$ cat src/rtl/wdw_pkg.sv
package wdw_pkg;

  // Period select codes; a larger code gives a shorter period.
  typedef enum logic [1:0] {
    PER_X8 = 2'b00,
    PER_X4 = 2'b01,
    PER_X2 = 2'b10,
    PER_X1 = 2'b11
  } per_sel_e;

  // Control register field positions.
  localparam int unsigned EN_BIT   = 7;
  localparam int unsigned PER_HI   = 6;
  localparam int unsigned PER_LO   = 5;
  localparam int unsigned KICK_BIT = 0;
  localparam int unsigned NUM_PER  = 4;

  typedef struct packed {
    logic     en;
    per_sel_e per;
  } wdw_cfg_t;

endpackage

$ cat src/rtl/wdw_ctrl_reg.sv
module wdw_ctrl_reg
  import wdw_pkg::*;
(
  input  logic       clk,
  input  logic       rst_n,
  input  logic       wr_valid,
  input  logic [7:0] wr_data,
  input  logic       cs_n,
  input  logic       sleep_i,
  output wdw_cfg_t   cfg,
  output logic [7:0] rd_data,
  output logic       restart_apply
);

  logic     cs_q;
  logic     kick_pend;
  wdw_cfg_t cfg_q;

  // A restart is applied when the frame closes (select rises).
  assign restart_apply = kick_pend & cs_n & ~cs_q & ~sleep_i;

  always_ff @(posedge clk or negedge rst_n) begin
    if (!rst_n) begin
      cfg_q     <= '{en: 1'b0, per: PER_X8};
      kick_pend <= 1'b0;
      cs_q      <= 1'b1;
    end else begin
      cs_q <= cs_n;
      if (sleep_i) begin
        cfg_q.en  <= 1'b0;
        kick_pend <= 1'b0;
      end else begin
        if (restart_apply) kick_pend <= 1'b0;
        if (wr_valid) begin
          // The enable can be set but never cleared by a write.
          cfg_q.en  <= cfg_q.en | wr_data[EN_BIT];
          cfg_q.per <= per_sel_e'(wr_data[PER_HI:PER_LO]);
          if (wr_data[KICK_BIT]) kick_pend <= 1'b1;
        end
      end
    end
  end

  assign cfg = cfg_q;

  always_comb begin
    rd_data                 = '0;
    rd_data[EN_BIT]         = cfg_q.en;
    rd_data[PER_HI:PER_LO]  = cfg_q.per;
  end

endmodule

$ cat src/rtl/wdw_counter.sv
module wdw_counter
  import wdw_pkg::*;
#(
  parameter int unsigned TICKS_UNIT = 10,
  localparam int unsigned CW        = $clog2(8 * TICKS_UNIT + 1)
) (
  input  logic          clk,
  input  logic          rst_n,
  input  logic          tick,
  input  wdw_cfg_t      cfg,
  input  logic          restart,
  input  logic          stop_i,
  input  logic          sleep_i,
  output logic [CW-1:0] cnt,
  output logic          fire
);

  logic [CW-1:0] lim_tab [NUM_PER];
  logic [CW-1:0] lim;
  logic [CW-1:0] half;
  logic [CW-1:0] cnt_q;
  logic          closed;
  logic          stop_q;
  logic          fire_q;

  // Period length for each select code: the unit shifted by 3 minus the code.
  for (genvar g = 0; g < NUM_PER; g++) begin : g_lim
    assign lim_tab[g] = CW'(TICKS_UNIT << (NUM_PER - 1 - g));
  end

  assign lim    = lim_tab[cfg.per];
  assign half   = lim >> 1;
  assign closed = cnt_q < half;

  always_ff @(posedge clk or negedge rst_n) begin
    if (!rst_n) begin
      cnt_q  <= '0;
      fire_q <= 1'b0;
      stop_q <= 1'b0;
    end else begin
      fire_q <= 1'b0;
      stop_q <= stop_i;
      if (sleep_i || !cfg.en) begin
        cnt_q <= '0;
      end else if (restart) begin
        // Closed-window restart is a fault; either way the count reloads.
        cnt_q  <= '0;
        fire_q <= closed;
      end else if (stop_q && !stop_i) begin
        cnt_q <= '0;
      end else if (!stop_i && tick) begin
        if (cnt_q >= lim - 1'b1) begin
          cnt_q  <= '0;
          fire_q <= 1'b1;
        end else begin
          cnt_q <= cnt_q + 1'b1;
        end
      end
    end
  end

  assign cnt  = cnt_q;
  assign fire = fire_q;

endmodule

$ cat src/rtl/window_watchdog.sv
module window_watchdog
  import wdw_pkg::*;
#(
  parameter int unsigned TICKS_UNIT = 10
) (
  input  logic       clk,
  input  logic       rst_n,
  input  logic       tick,
  input  logic       wr_valid,
  input  logic [7:0] wr_data,
  input  logic       cs_n,
  input  logic       stop_i,
  input  logic       sleep_i,
  output logic [7:0] rd_data,
  output logic       sys_rst
);

  localparam int unsigned CW = $clog2(8 * TICKS_UNIT + 1);

  wdw_cfg_t      cfg;
  logic          restart_apply;
  logic [CW-1:0] cnt_q;

  wdw_ctrl_reg u_reg (
    .clk           (clk),
    .rst_n         (rst_n),
    .wr_valid      (wr_valid),
    .wr_data       (wr_data),
    .cs_n          (cs_n),
    .sleep_i       (sleep_i),
    .cfg           (cfg),
    .rd_data       (rd_data),
    .restart_apply (restart_apply)
  );

  wdw_counter #(.TICKS_UNIT(TICKS_UNIT)) u_cnt (
    .clk     (clk),
    .rst_n   (rst_n),
    .tick    (tick),
    .cfg     (cfg),
    .restart (restart_apply),
    .stop_i  (stop_i),
    .sleep_i (sleep_i),
    .cnt     (cnt_q),
    .fire    (sys_rst)
  );

endmodule

$ cat config.mk
export PLATFORM = sky130hd
export DESIGN_NAME = window_watchdog
export DESIGN_NICKNAME = d
export VERILOG_FILES = /design/src/rtl/wdw_pkg.sv /design/src/rtl/wdw_ctrl_reg.sv /design/src/rtl/wdw_counter.sv /design/src/rtl/window_watchdog.sv
export SDC_FILE = /design/constraint.sdc
export NUM_CORES = 1
export LEC_CHECK = 0
export BUFFER_PORTS_ARGS = -buffer_cell sky130_fd_sc_hd__buf_2
export CAP_MARGIN = 15
export CORE_ASPECT_RATIO = 0.9
export CORE_MARGIN = 2
export CORE_UTILIZATION = 56
export DETAILED_ROUTE_END_ITERATION = 7
export GPL_TIMING_DRIVEN = 0
export MAX_ROUTING_LAYER = met4
export PLACE_DENSITY_LB_ADDON = 0.2
export SETUP_SLACK_MARGIN = 0.5
export SYNTH_ARGS = -nofsm -noshare
export SYNTH_HDL_FRONTEND = slang
export SYNTH_SLANG_ARGS = --single-unit
$ cat constraint.sdc
create_clock -name clk -period 4.1 [get_ports clk]
set_input_delay 0.82 -clock clk [delete_from_list [all_inputs] [get_ports clk]]
set_output_delay 0.82 -clock clk [all_outputs]
set_load 0.02 [all_outputs]
**Word-level counts from Yosys, hierarchy flattened**

Index checks and enable logic that the tools add are counted.
Widths: inputs -> output; s select.

- Reduce and logical (&&, ||, !) cells: 8
- Mux-type cells: 19
- $add $sub $neg: 2
- Bitwise operators: 7
- Order comparisons: 3

Operators by type and width:

| kind | number |
|---|---|
| $mux 7 | 7 |
| $bmux 7 s2 | 1 |
| $mux 1 | 10 |
| $add 7x1->7 const B | 1 |
| $ge 7x7->1 | 1 |
| $lt 7x6->1 | 1 |
| $sub 7x1->7 const B | 1 |
| $reduce_bool 4->1 | 1 |
| $and 1x1->1 | 3 |
| $ge 3x3->1 const B | 1 |
| $mux 3 | 1 |
| $not 2->3 | 1 |
| $logic_and 1x1->1 | 2 |
| $logic_not 1->1 | 2 |
| $not 1->1 | 2 |
| $reduce_and 2->1 | 1 |
| $reduce_bool 2->1 | 1 |
| $logic_or 1x1->1 | 1 |
| $or 1x1->1 | 1 |

- Input bits: 15
- Register bits after elaboration: 14
- Output and inout port bits: 9
- Logic and storage cells: 46

**Depth between registers and ports, before layout**

- Depth in word-level cells: 11
- Mapped depth: 9
- Mapped depth without buffers: 9

**Modules after synthesis**

Synthesis repeated with hierarchy kept, for this count alone.

- Cell total of the unflattened synthesis: 106
- Area total of the unflattened synthesis: 1069.8 sq um

By module, submodules not included:

| module | cells each | sequential area each (sq um) | area each (sq um) | times used |
|---|---|---|---|---|
| wdw_counter | 83 | 225.2 | 810.8 | 1 |
| wdw_ctrl_reg | 23 | 126.4 | 259.0 | 1 |

**Worst setup path before layout**

Ideal clock, no wire load.

- Kind: flip-flop to flip-flop
- From: register u_reg.cfg_q (netlist bit u_reg.cfg[0])
- To: register u_cnt.cnt_q[5] (netlist: u_cnt.cnt[5])
- Data arrival time: 2.380 ns
- Library setup time: 0.066 ns
- Required time: 4.034 ns
- Cell stages (with the launch flop): 10
- Period minus slack after synthesis: 2.446 ns
- Path buffers: 0
- Path slack: 1.654 ns
- Path through: dfrtp_1 -> inv_1 -> ha_1 -> xor2_1 -> ha_1 -> a211oi_2 -> nor4_1 -> or4b_4 -> nor3_1 -> a221o_1

- Word-level cells in the longest chain between the ends: 11

Ends and longest elaborated chain:

| what | line | source |
|---|---|---|
| start, declared | wdw_ctrl_reg.sv:17 | `wdw_cfg_t cfg_q;` |
| start signal, assigned | wdw_ctrl_reg.sv:24 | `cfg_q <= '{en: 1'b0, per: PER_X8};` |
| $not 2->3 (implied by the code) | wdw_counter.sv:31 | `assign lim = lim_tab[cfg.per];` |
| $bmux 7 s2 | wdw_counter.sv:31 |  |
| $mux 7 (implied by the code) (2 in a row) | wdw_counter.sv:31 |  |
| $sub 7x1->7 | wdw_counter.sv:52 | `if (cnt_q >= lim - 1'b1) begin` |
| $ge 7x7->1 | wdw_counter.sv:52 |  |
| $mux 7 | wdw_counter.sv:52 |  |
| $mux 7 | wdw_counter.sv:51 | `end else if (!stop_i && tick) begin` |
| $mux 7 | wdw_counter.sv:49 | `end else if (stop_q && !stop_i) begin` |
| $mux 7 | wdw_counter.sv:45 | `end else if (restart) begin` |
| $mux 7 | wdw_counter.sv:43 | `if (sleep_i \|\| !cfg.en) begin` |
| end signal, assigned | wdw_counter.sv:56 | `cnt_q <= cnt_q + 1'b1;` |
| end, declared | wdw_counter.sv:21 | `logic [CW-1:0] cnt_q;` |

No other way between the ends. The select of a mux whose other input is x is not followed.
A chain may end at the register's enable or synchronous reset.

**Worst setup path in the final report**

- From: register u_reg.cfg_q (netlist bit u_reg.cfg[0])
- To: register u_cnt.cnt_q[0] (netlist: u_cnt.cnt[0])

The elaborated chain is that of the path after synthesis.

==> results.md <==
- Outcome: completed
- Switching share of power: 0.294
- Number of antenna violations at the first check in global routing: 0
- Met1 layer usage reported by global route: 0.247
- Area of the mapped netlist: around 0.0010 mm2
- I/O Pins: 24
- CTS clk-pin slew, worst paths: ~0.090 ns
- Leakage power: between 0.6 and 0.7 nW
- Pre-CTS setup slack: around 1.6 ns
- Clock Power Share: 0.315
- Layer with the highest usage after global routing: met2
- Die Width: 49.3 um
- Area of the multi-input gates: roughly 620 um2
- CP max FO: 6
- Arrival time reported for the critical path endpoint: 2.73 ns
- Type of element capturing the critical path: flop
- Share of flip-flops with an asynchronous set or reset after synthesis: 1.00
- Required time reported for the critical path endpoint: 4.32 ns
- Sequential cell fraction of total power: 0.463
- Flip-flop and latch area: about 350 um2
- Cells after synthesis: 108
- Number of CTS-inserted buffers: 3
- Nets@finish: around 160
- Fraction of layout cells with a size suffix above 1: 0.215
- Worst min-delay path category: in2async
- Clock insertion delay at the later pin of the skew report: 0.29 ns
- Final standard cell utilization of the core: 0.699
- Buffers plus inverters on the worst setup path: 1
- Biggest cell delay along the critical path: ~0.60 ns
- Most used flip-flop cell after synthesis: sky130_fd_sc_hd__dfrtp_1
- Largest net degree at the start of global routing: 15
- Vias post-DR: about 800
- Share of the yosys chip area belonging to registers: 0.339
- Fill cell total of the finished layout: 150
- TritonCTS clock tree: built
- Met3 track demand over resource: 0.0397
- HPWL reported at the end of detailed placement: 1480 um
- Detailed-route wire length per cell: ~12 um
- Total inserted antenna cells: 0
- Clock root cell: sky130_fd_sc_hd__clkbuf_4
- Routed vias/inst: 5.31
- Setup violations, final: 0
- Worst Setup Slack, final: 1.60 ns
- DR DRC count: 0
- Critical Path Most Common Cell: sky130_fd_sc_hd__ha_1
- Count of flip-flops with a built-in enable after synthesis: 0
- Starting Density: 0.610
- Hold buffers post-CTS: 0
- Post-CTS setup-driven buffer insertion count: 0
- Maximum buffer depth of the clock tree: 2
- Power density cells: between 200 and 300 mW/mm2
- Total global routing track utilization: 0.207
- Synth top area share: 0.314
- Top cell type by total area after synthesis: sky130_fd_sc_hd__dfrtp_1
- Critical-path cell list: inv_1 -> ha_1 -> xor2_1 -> ha_1 -> a211oi_2 -> nor4_1 -> or4b_4 -> nor2_4 -> mux2_2
- Number of global-route vias before repair: between 700 and 800
- Iteration-0 DRC Markers: 8
- Shortest clock period the worst path allows after layout: ~2.5 ns
- Synth area leaders: sky130_fd_sc_hd__dfrtp_1 31%, sky130_fd_sc_hd__ha_1 22%, sky130_fd_sc_hd__buf_4 3.6%
- Cell with the most instances after synthesis: sky130_fd_sc_hd__ha_1
- Setup repair after global routing missed its margin: false
- Gate family responsible for the most delay along the worst path: simple AND/OR/NAND/NOR gates
- Worst Reg2Reg Path Length in Cells: 9
- Critical path type: reg2reg
- Max Cap Violations: 0
- Total length of routed wires: approximately 1800 um
- Clock skew: 0.00851 ns
- Kind of start point of the critical path: flop
- Total power: around 0.32 mW
- Detail Route Antenna Nets: 0
- Last weighted congestion value of the routability-driven placer: around 0.79
- Htree depth: 1
- Share of the cycle needed by the critical path after routing: 0.611
- Site row count: 14
- Global Route met2 Usage: 0.359
- Die Outline Area: roughly 0.0022 mm2
- Setup TNS: 0 ns
- Mean Syn Cell Area: 9.59 um2
- Number of buffers inserted by port buffering: 14
- Count of cell instances traversed by the critical path: 9
- Floorplan die height: about 45 um
- Combinational cell fraction of total power: 0.222
- Maximum vdd drop: 0.266 mV
- Net switching power of the design: 0.0947 mW
- Number of synthesis warnings: 0
- Max Clock Freq: 0.399 GHz
- Total count of max-transition violations in the final report: 0
- Ranking of synthesized cells by instance count: 18 x sky130_fd_sc_hd__ha_1, 13 x sky130_fd_sc_hd__dfrtp_1, 9 x sky130_fd_sc_hd__inv_1
- Distinct cells, synth: 34
- Clock tree sinks: 14
- First-pass GRT wire length: 3330 um
- Resize count post-CTS: 0
- Internal: roughly 0.23 mW
- Router iterations before antenna repair: 4
- Area growth, synth to finish: 14.6%
- Flip-flop and latch count after synthesis: 14
- Cell type of the slowest stage on the worst timing path: sky130_fd_sc_hd__or4b_4
- Core area: approximately 0.0017 mm2
- Final hold violation count: 0
- Total congestion overflow after global routing: 0
[worst paths after layout]
| path | startpoint | end | slack (ns) |
|---|---|---|---|
| max | u_reg.cfg[0]$_DFFE_PN0P_ | u_cnt.cnt[0]$_DFFE_PN0P_ | 1.60 |
| min reg2reg | u_cnt.stop_q$_DFF_PN0_ | u_cnt.fire$_DFF_PN0_ | 0.48 |
| max reg2reg | u_reg.cfg[0]$_DFFE_PN0P_ | u_cnt.cnt[0]$_DFFE_PN0P_ | 1.60 |
| max in group asynchronous | rst_n | u_reg.cs_q$_DFF_PN1_ | 3.40 |
| min | rst_n | u_cnt.cnt[4]$_DFFE_PN0P_ | 0.41 |
| min in group clk | u_cnt.stop_q$_DFF_PN0_ | u_cnt.fire$_DFF_PN0_ | 0.48 |
[stage by stage]
stage / cells / cell area, um2 / hold slack, ns
2_1_floorplan: 112 / 1050 / 0.434
3_3_place_gp: 150 / 1150 / 0.457
3_5_place_dp: 150 / 1150 / 0.468
4_1_cts: 154 / 1190 / 0.415
5_1_grt: 154 / 1190 / 0.434
6_report: 154 / 1190 / 0.409
[placed cells by master, fill, tap and decap left out, types with 2 or more instances in the layout]
master | synthesis | layout
sky130_fd_sc_hd__and3_1 | 2 | 2
sky130_fd_sc_hd__nand3_1 | 2 | 2
sky130_fd_sc_hd__nor2_1 | 4 | 4
sky130_fd_sc_hd__buf_2 | 0 | 14
sky130_fd_sc_hd__a21oi_1 | 7 | 7
sky130_fd_sc_hd__clkbuf_4 | 0 | 3
sky130_fd_sc_hd__conb_1 | 1 | 5
sky130_fd_sc_hd__a21o_1 | 2 | 2
sky130_fd_sc_hd__buf_4 | 5 | 5
sky130_fd_sc_hd__nand2_1 | 8 | 8
sky130_fd_sc_hd__o21ai_1 | 3 | 3
sky130_fd_sc_hd__nand2b_1 | 3 | 3
sky130_fd_sc_hd__dfrtp_1 | 13 | 13
sky130_fd_sc_hd__o21ai_0 | 4 | 4
sky130_fd_sc_hd__nor2b_1 | 5 | 5
sky130_fd_sc_hd__inv_1 | 9 | 9
sky130_fd_sc_hd__a22o_1 | 4 | 4
sky130_fd_sc_hd__ha_1 | 18 | 18
[sequential cells by signal, indices dropped and copies added, names as in the netlist]
signal	count
u_cnt.cnt	7
u_cnt.fire	1
u_cnt.stop_q	1
u_reg.cfg	3
u_reg.cs_q	1
u_reg.kick_pend	1
[area by class of cell]
cell class / instances / share of cell area
inverters: 9 / 0.0285
flip-flops and latches: 14 / 0.296
multi-input cells: 83 / 0.526
clock buffers: 4 / 0.0306
well taps: 24 / 0.0253
repair buffers: 14 / 0.0590
plain buffers: 6 / 0.0348
[routing by layer]
metal  wire [um]  vias to the layer above
met4          18                        0
li1            -                      421
met1         838                      373
met5           0                        -
met3          75                        2
met2         904                       21
[power groups by stage]
stage	sequential (mW)	clock (mW)	combinational, mW
finish	0.149	0.101	0.0715
global route	0.151	0.109	0.0837
global placement	0.152	0	0.0699
floorplan	0.155	0	0.0475
CTS	0.149	0.106	0.0730
detailed placement	0.152	0	0.0721
[kinds of logic (layout without fill, tap and decap cells)]
group,count (synthesis),in the layout,synth area share
other,1,5,0.00362
AND/OR/NAND/NOR,34,34,0.193
AO/OA/AOI/OAI,24,24,0.155
XOR/XNOR,1,1,0.00846
multiplexers,1,1,0.0109
flip-flops,14,14,0.339
adder cells (fa/ha/maj),18,18,0.217
buffers and inverters,15,33,0.0725
Note: power is estimated with default switching activity, not from simulation.
